**src/rtl/gf_shift_mul_pkg.sv**
```systemverilog
package gf_shift_mul_pkg;
  typedef enum logic [0:0] {
    ST_IDLE = 1'b0,
    ST_RUN  = 1'b1
  } gf_state_t;
endpackage

```
**src/rtl/gf_mul_step.sv**
```systemverilog
// One multiply iteration: conditionally accumulate the running term,
// then advance the term by one power of x with reduction.
module gf_mul_step #(
  parameter int WMAX = 16
) (
  input  logic [WMAX-1:0] term,
  input  logic [WMAX-1:0] acc,
  input  logic            bit_en,
  input  logic [WMAX-1:0] poly,
  input  logic [WMAX-1:0] mask,
  output logic [WMAX-1:0] term_nxt,
  output logic [WMAX-1:0] acc_nxt
);
  logic [WMAX-1:0] top_sel;
  logic            carry;

  always_comb begin
    top_sel  = mask & ~(mask >> 1);
    carry    = |(term & top_sel);
    term_nxt = ((term << 1) ^ (carry ? poly : '0)) & mask;
    acc_nxt  = bit_en ? (acc ^ term) : acc;
  end
endmodule

```
**src/rtl/gf_sq_step.sv**
```systemverilog
// One squaring reduction iteration: if the examined bit is set, cancel it
// with the full field polynomial aligned under it.
module gf_sq_step #(
  parameter int DW = 32,
  parameter int PW = 5
) (
  input  logic [DW-1:0] rem,
  input  logic [DW-1:0] full_poly,
  input  logic [PW-1:0] pos,
  input  logic [PW-1:0] deg,
  output logic [DW-1:0] rem_nxt
);
  logic [PW-1:0] amt;

  always_comb begin
    amt     = pos - deg;
    rem_nxt = rem[pos] ? (rem ^ (full_poly << amt)) : rem;
  end
endmodule

```
**src/rtl/gf_shift_mul.sv**
```systemverilog
module gf_shift_mul
  import gf_shift_mul_pkg::*;
#(
  parameter int WMAX = 16,
  localparam int WW  = $clog2(WMAX + 1),
  localparam int DW  = 2 * WMAX,
  localparam int PW  = $clog2(DW)
) (
  input  logic            clk,
  input  logic            rst_n,
  input  logic            start,
  input  logic            sq_mode,
  input  logic [WW-1:0]   width,
  input  logic [WMAX-1:0] fpoly,
  input  logic [WMAX-1:0] opa,
  input  logic [WMAX-1:0] opb,
  output logic            busy,
  output logic            done,
  output logic            err,
  output logic [WMAX-1:0] prod
);
  gf_state_t       state_q, state_d;
  logic [WW-1:0]   w_q, w_d;
  logic [WW-1:0]   cnt_q, cnt_d;
  logic            sq_q, sq_d;
  logic [WMAX-1:0] mask_q, mask_d;
  logic [WMAX-1:0] poly_q, poly_d;
  logic [WMAX-1:0] x_q, x_d;
  logic [WMAX-1:0] term_q, term_d;
  logic [WMAX-1:0] acc_q, acc_d;
  logic [DW-1:0]   rem_q, rem_d;
  logic [DW-1:0]   fp_q, fp_d;
  logic [WMAX-1:0] prod_q, prod_d;
  logic            done_q, done_d;
  logic            err_q, err_d;

  logic            width_ok;
  logic [WMAX:0]   mask_wide;
  logic [WMAX-1:0] mask_in;
  logic [WMAX-1:0] xa_in;
  logic [DW-1:0]   spread;
  logic [WMAX-1:0] mul_term, mul_acc;
  logic [DW-1:0]   sq_rem;
  logic [PW-1:0]   sq_pos;
  logic            last_step;

  always_comb begin
    width_ok  = (width != '0) && (width <= WW'(WMAX));
    mask_wide = ((WMAX+1)'(1) << width) - (WMAX+1)'(1);
    mask_in   = mask_wide[WMAX-1:0];
    xa_in     = opa & mask_in;
  end

  // Interleave zeros between operand bits: the unreduced square.
  for (genvar i = 0; i < WMAX; i++) begin : g_spread
    assign spread[2*i]   = xa_in[i];
    assign spread[2*i+1] = 1'b0;
  end

  gf_mul_step #(.WMAX(WMAX)) u_mul (
    .term     (term_q),
    .acc      (acc_q),
    .bit_en   (x_q[0]),
    .poly     (poly_q),
    .mask     (mask_q),
    .term_nxt (mul_term),
    .acc_nxt  (mul_acc)
  );

  assign sq_pos = (PW'(w_q) << 1) - PW'(1) - PW'(cnt_q);

  gf_sq_step #(.DW(DW), .PW(PW)) u_sq (
    .rem       (rem_q),
    .full_poly (fp_q),
    .pos       (sq_pos),
    .deg       (PW'(w_q)),
    .rem_nxt   (sq_rem)
  );

  assign last_step = (cnt_q == (w_q - WW'(1)));

  always_comb begin
    state_d = state_q;
    w_d     = w_q;
    cnt_d   = cnt_q;
    sq_d    = sq_q;
    mask_d  = mask_q;
    poly_d  = poly_q;
    x_d     = x_q;
    term_d  = term_q;
    acc_d   = acc_q;
    rem_d   = rem_q;
    fp_d    = fp_q;
    prod_d  = prod_q;
    done_d  = 1'b0;
    err_d   = 1'b0;
    unique case (state_q)
      ST_IDLE: begin
        if (start) begin
          if (!width_ok) begin
            done_d = 1'b1;
            err_d  = 1'b1;
            prod_d = '0;
          end else begin
            state_d = ST_RUN;
            w_d     = width;
            cnt_d   = '0;
            sq_d    = sq_mode;
            mask_d  = mask_in;
            poly_d  = fpoly & mask_in;
            x_d     = xa_in;
            term_d  = opb & mask_in;
            acc_d   = '0;
            rem_d   = spread;
            fp_d    = DW'(fpoly & mask_in) | (DW'(1) << width);
          end
        end
      end
      ST_RUN: begin
        cnt_d = cnt_q + WW'(1);
        if (sq_q) begin
          rem_d = sq_rem;
        end else begin
          term_d = mul_term;
          acc_d  = mul_acc;
          x_d    = x_q >> 1;
        end
        if (last_step) begin
          state_d = ST_IDLE;
          done_d  = 1'b1;
          prod_d  = sq_q ? (sq_rem[WMAX-1:0] & mask_q) : mul_acc;
        end
      end
      default: state_d = ST_IDLE;
    endcase
  end

  always_ff @(posedge clk or negedge rst_n) begin
    if (!rst_n) begin
      state_q <= ST_IDLE;
      w_q     <= '0;
      cnt_q   <= '0;
      sq_q    <= 1'b0;
      mask_q  <= '0;
      poly_q  <= '0;
      x_q     <= '0;
      term_q  <= '0;
      acc_q   <= '0;
      rem_q   <= '0;
      fp_q    <= '0;
      prod_q  <= '0;
      done_q  <= 1'b0;
      err_q   <= 1'b0;
    end else begin
      state_q <= state_d;
      w_q     <= w_d;
      cnt_q   <= cnt_d;
      sq_q    <= sq_d;
      mask_q  <= mask_d;
      poly_q  <= poly_d;
      x_q     <= x_d;
      term_q  <= term_d;
      acc_q   <= acc_d;
      rem_q   <= rem_d;
      fp_q    <= fp_d;
      prod_q  <= prod_d;
      done_q  <= done_d;
      err_q   <= err_d;
    end
  end

  assign busy = (state_q == ST_RUN);
  assign done = done_q;
  assign err  = err_q;
  assign prod = prod_q;
endmodule

```
**config.mk**
```make
export PLATFORM = sky130hd
export DESIGN_NAME = gf_shift_mul
export DESIGN_NICKNAME = d
export VERILOG_FILES = /design/src/rtl/gf_shift_mul_pkg.sv /design/src/rtl/gf_mul_step.sv /design/src/rtl/gf_sq_step.sv /design/src/rtl/gf_shift_mul.sv
export SDC_FILE = /design/constraint.sdc
export NUM_CORES = 1
export LEC_CHECK = 0
export ABC_AREA = 0
export BUFFER_PORTS_ARGS = -buffer_cell sky130_fd_sc_hd__clkbuf_2
export CELL_PAD_IN_SITES_DETAIL_PLACEMENT = 0
export CELL_PAD_IN_SITES_GLOBAL_PLACEMENT = 1
export CORE_MARGIN = 2
export CORE_UTILIZATION = 48
export DETAILED_ROUTE_END_ITERATION = 7
export PLACE_DENSITY_LB_ADDON = 0.1
export SETUP_SLACK_MARGIN = 0.2
export SKIP_LAST_GASP = 1
export SLEW_MARGIN = 20
export SYNTH_ARGS = -nofsm -noshare
export SYNTH_HDL_FRONTEND = slang
export SYNTH_HIERARCHICAL = 1
export SYNTH_SLANG_ARGS = --single-unit
```
**constraint.sdc**
```tcl
create_clock -name clk -period 4.3 [get_ports clk]
set_input_delay 0.43 -clock clk [delete_from_list [all_inputs] [get_ports clk]]
set_output_delay 0.43 -clock clk [all_outputs]
set_load 0.1 [all_outputs]
```
# Word level (Yosys, flattened, before mapping)

Cells that the tools add are included.

Bits in read-only memories: 0
Bits of input ports: 57
Word-level logic and storage cells: 95
Memories: 0
Latch bits: 0
Memory bits (writable): 0
Register bits after elaboration: 174

Bitwise logic cells: 14
Divide/modulo/power cells: 0
Equality and inequality tests: 8
Multiply operators: 0
Order comparisons: 2
Shift-type cells: 3
Add/subtract/negate cells: 6
Multiplexer cells: 38
Reduce and logical (&&, ||, !) cells: 9

Operator list:

| cell                    | number |
|---|---|
| $mux W16                | 15 |
| $and A16 B16 Y16        | 8 |
| $mux W32                | 4 |
| $pmux W16 S2            | 4 |
| $pmux W32 S2            | 1 |
| $or A16 B32 Y32         | 1 |
| $shl A1 B5 Y32 const A  | 1 |
| $shl A32 B5 Y32         | 1 |
| $xor A16 B16 Y16        | 2 |
| $xor A32 B32 Y32        | 1 |
| $not A15 Y16            | 1 |
| $reduce_or A16 Y1       | 1 |
| $shl A1 B5 Y16 const A  | 1 |
| $sub A16 B2 Y16 const B | 1 |
| $reduce_and A3 Y1       | 4 |
| $mux W5                 | 2 |
| $pmux W5 S2             | 1 |
| $sub A5 B1 Y5 const B   | 2 |
| $sub A5 B5 Y5           | 2 |
| $mux W1                 | 8 |
| $ne A2 B2 Y1 const B    | 4 |
| $lt A5 B6 Y1 const B    | 1 |
| $ne A2 B1 Y1 const B    | 3 |
| $add A5 B1 Y5 const B   | 1 |
| 9 further kinds         | 10 |

# Depth between registers and ports, before layout

Word-level depth: 10
Mapped depth: 16
Depth with buffers taken out: 14

# Cells and area by module

The synthesis kept the hierarchy.

Modules (own cells, without submodules):

| module       | seq. area each (µm²) | area an instance (µm²) | cells each | instances |
|---|---|---|---|---|
| gf_shift_mul | 4354.2               | 7737.4                 | 773        | 1 |
| gf_sq_step   | 0.0                  | 2567.5                 | 321        | 1 |
| gf_mul_step  | 0.0                  | 733.2                  | 120        | 1 |

# Worst setup path before layout

OpenSTA, ideal clock, no wires.

Path kind: reg2reg
Start: register cnt_q[2]
End: register prod_q[8] (netlist: prod[8])
Arrival: 3.393 ns
Stages on the path, launching flop included: 14
Data required time: 4.222 ns
Period minus slack after synthesis: 3.471 ns
Setup slack: 0.829 ns
Path buffers: 2
Cells stage by stage: dfrtp_1 -> clkbuf_1 -> inv_1 -> fa_1 -> ha_1 -> xor2_2 -> buf_6 -> mux2i_1 -> mux2_4 -> nor2_1 -> a2111oi_2 -> xor2_1 -> a31oi_1 -> o2bb2ai_1

Cells in the longest elaborated chain, start to end: 9
Elaborated cells between the ends (all ways): 14
Those cells by class: 2 x add/sub; 2 x eq/ne; 1 x shift; 6 x mux; 2 x bitwise; 1 x reduce/logical

RTL lines:

| element                | line                | RTL |
|---|---|---|
| start, declared        | gf_shift_mul.sv:24  | `logic [WW-1:0] cnt_q, cnt_d;` |
| start signal, assigned | gf_shift_mul.sv:157 | `cnt_q <= cnt_d;` |
| $sub A5 B5 Y5 *        | gf_shift_mul.sv:70  | `assign sq_pos = (PW'(w_q) << 1) - PW'(1) - PW'(cnt_q);` |
| named net sq_pos[2]    | gf_shift_mul.sv:44  | `logic [PW-1:0] sq_pos;` |
| $sub A5 B5 Y5          | gf_sq_step.sv:16    | `amt = pos - deg;` |
| $shl A32 B5 Y32        | gf_sq_step.sv:17    | `rem_nxt = rem[pos] ? (rem ^ (full_poly << amt)) : rem;` |
| $xor A32 B32 Y32       | gf_sq_step.sv:17    |  |
| $mux W32 *             | gf_sq_step.sv:17    |  |
| named net sq_rem[8]    | gf_shift_mul.sv:43  | `logic [DW-1:0] sq_rem;` |
| $and A16 B16 Y16 *     | gf_shift_mul.sv:131 | `prod_d = sq_q ? (sq_rem[WMAX-1:0] & mask_q) : mul_acc;` |
| $mux W16 *             | gf_shift_mul.sv:131 |  |
| $mux W16 *             | gf_shift_mul.sv:128 | `if (last_step) begin` |
| $pmux W16 S2 *         | gf_shift_mul.sv:97  | `unique case (state_q)` |
| end signal, assigned   | gf_shift_mul.sv:166 | `prod_q <= prod_d;` |
| end, declared          | gf_shift_mul.sv:33  | `logic [WMAX-1:0] prod_q, prod_d;` |

Mark *: on every way through the listed nets, which the timed path passes. The rest lies on a longest branch. The select of a mux whose other input is x is not followed.
A chain may end at the register's enable or synchronous reset.

# Final worst setup path

Start: register cnt_q[1]
End: register prod_q[14] (netlist: prod[14])

The elaborated chain is that of the path after synthesis.

==> impl_metrics.toml <==
[place]
placed_area_um2 = 11600
dpl_worst_slack_ns = 0.370
gp_congestion = 0.902
hpwlAfterDp_um = 25700
numPortBuffers = 75

[setup_path]
timing.rr.end = "prod[14]$_DFFE_PN0P_"
critical_path_class = "reg2reg"
crit_chain = "inv_1 -> ha_1 -> fa_1 -> xor2_1 -> ha_1 -> xor2_2 -> buf_4 -> nor2_1 -> a2111oi_2 -> xor2_1 -> a31oi_1 -> o2bb2ai_1"
max_stage_delay_ns = 0.48
startpoint = "cnt_q[1]$_DFFE_PN0P_"
critPathMaxFanout = 21
crit_slowest_cell = "xor2_1"
cp-endpoint = "prod[14]$_DFFE_PN0P_"
rr_startpoint = "cnt_q[1]$_DFFE_PN0P_"
required_ns = 4.64
cp.arrival_ns = 4.21
cp-end-kind = "flip-flop"
ff2ff_setup_slack_ns = 0.44
r2r_cells = 12
start_kind = "flip-flop"

[die]
num_rows = 55
io_pins = 76
start_util_pct = 48.8
coreArea_um2 = 22600
dieArea_um2 = 24200
die_y_um = 156
die_x_um = 156

[status]
status = "finished clean"

[cts]
tritoncts = "yes"
insertion_delay_ns = 0.44
htreeDepth = 4
clock_sinks = 174
clock_path_buffers = 2
path_clk_slew_ns = 0.08
cts_made_buffers = 17
root_buffer = "clkbuf_16"

[logic_synthesis]
ys_seq_area_share_pct = 39.4
ys_types = 71
syn_inst = 1214
synthFlopType = "dfrtp_1"
synthArstFlopShare_pct = 100
syn_area_um2 = 11000
yosys.area.top_type = "dfrtp_1"
ys_warn_count = 6
ys_seq_elements = 174
syn_area_per_cell_um2 = 9.09
synth_top_area_share_pct = 39.4
syn_nets = 1283
synth_edf_count = 0
synth_commonest_cells = "174 x dfrtp_1, 174 x nand2_1, 89 x a21oi_1"
ys_top_cells_by_area = "dfrtp_1 39%, mux2i_1 6.2%, nand2_1 5.9%, a21oi_1 4.0%, xor2_1 3.1%"

[global_routing]
first_global_vias = 8938
grt_max_degree = 86
grt_usage_pct = 29.5
grt_first_pass_wirelength_um = 54000
antenna_found_initial = 0
grt_overflow = 0

[timing]
layout_worst_path_cycle_share_pct = 89.8
slew_violations = 0
max_freq_mhz = 259
setup-violations-final = 0
fin_crit_ns = 3.86
tns_ns = 0
slew-limit-headroom_pct = 38.9
worst_slew_pin_slew_ns = 0.917
skew_ns = 0.0185
finalHoldViolCount = 0
final.setup.worst_slack_ns = 0.439
grt_setup_unrepaired = "false"

[worst_hold_path]
worstHoldPathType = "in2async"

[run]
cap_violations = 0

[final_layout]
syn_to_final_growth_pct = 10.7
nets = 1322
postLayoutCellArea_um2 = 12200
fin_util_pct = 54.0
antenna_cells = 0
layout-drive-gt1-share_pct = 16.5

[route]
drt_iter0_drc = 754
dr.pass1.iters = 7
routed-via-count = 9277
via_per_inst = 5.98
routedWlPerCell_um = 22.5
drc = 0
finalWirelength_um = 34900
ant_nets = 0
metal layers:
layer | part of all wire, % | wire, um | track usage [%] | vias to the layer above
met1 | 48 | 16600 | 43.3 | 4520
met4 | 2.3 | 810 | 8.21 | 0
met5 | 0 | 0 | 0 | -
met3 | 5.8 | 2010 | 4.53 | 52
met2 | 44 | 15500 | 45.6 | 321
li1 | - | - | - | 4384
how the worst min path moves through the flow:
stage                            endpoint  cells past startpoint                  start
floorplan            acc_q[0]$_DFFE_PN0P_                      0                  rst_n
global placement      x_q[15]$_DFFE_PN0P_                      2    x_q[15]$_DFFE_PN0P_
detailed placement  poly_q[9]$_DFFE_PN0P_                      2  poly_q[9]$_DFFE_PN0P_
CTS                  fp_q[28]$_DFFE_PN0P_                      1                  rst_n
global route         fp_q[28]$_DFFE_PN0P_                      1                  rst_n
finish               fp_q[31]$_DFFE_PN0P_                      1                  rst_n
state kept, by name (all words and copies together) (netlist names), 16 cells and up:
| name | cells |
|---|---|
| fp_q | 32 |
| rem_q | 32 |
| acc_q | 16 |
| mask_q | 16 |
| poly_q | 16 |
| prod | 16 |
| term_q | 16 |
| x_q | 16 |
critical path: cells and delay by family (launching register included):
family                     cells  cell delay, ns
xor gates and xnor gates       3            1.14
buffers and inverters          2            0.44
and+or+nand+nor                1            0.10
DFF                            1            0.45
adders and majority gates      3            0.99
AOI/OAI and AO/OA              3            0.66
cell usage in the layout, fill, tap and decap left out, types with 9 or more instances in the layout:
cell         n
nand3b_1    30
clkbuf_16   17
nand2b_1    10
o21ai_0     62
o2bb2ai_1   16
nand2_1    174
and2_1      18
xor2_1      39
a22oi_1     11
o21ai_1     14
a31oi_1     26
a21oi_1     89
nor2_1      79
clkbuf_2    74
nor3b_1     14
nor2b_1     24
dfrtp_1    173
inv_1       31
or3_1       12
xnor2_1     22
a22o_1      32
a21boi_1    15
mux2_2      12
mux2i_1     68
buf_4       34
ha_1         9
nand3_1     23
stage by stage:
| stage | std cells | hold slack (ns) |
|---|---|---|
| 6_report | 1551 | 0.0354 |
| 5_1_grt | 1551 | 0.0927 |
| 4_1_cts | 1551 | 0.0811 |
| 3_5_place_dp | 1519 | 0.464 |
| 3_3_place_gp | 1518 | 0.459 |
| 2_1_floorplan | 1214 | 0.134 |
cell type report:
cell class / count / area, um2
clock buffers: 17 / 425
flip-flops and latches: 174 / 4360
well taps: 285 / 357
clock inverters: 15 / 179
fillers: 2124 / 10400
inverters: 31 / 116
repair buffers: 111 / 677
multi-input cells: 918 / 6110
cell families (layout without fill, tap and decap cells):
kind of cell / count (synthesis) / after routing / synth area share, %
simple gates: 427 / 427 / 19.4
compound gates: 324 / 324 / 19.5
flops: 174 / 174 / 39.4
buf+inv: 122 / 174 / 5.67
mux: 89 / 89 / 9.01
xor+xnor: 66 / 66 / 5.51
fa+ha+maj: 12 / 12 / 1.50
repair_timing:
action                                  4_1_cts  5_1_grt
resized for setup                             0        4
endpoints found under the setup margin        0        8
hold buffers                                  0        0
buffers inserted                              0        0
Power is not shown: default switching activity piles up to over one toggle a cycle in this logic, so the estimate is an artifact.
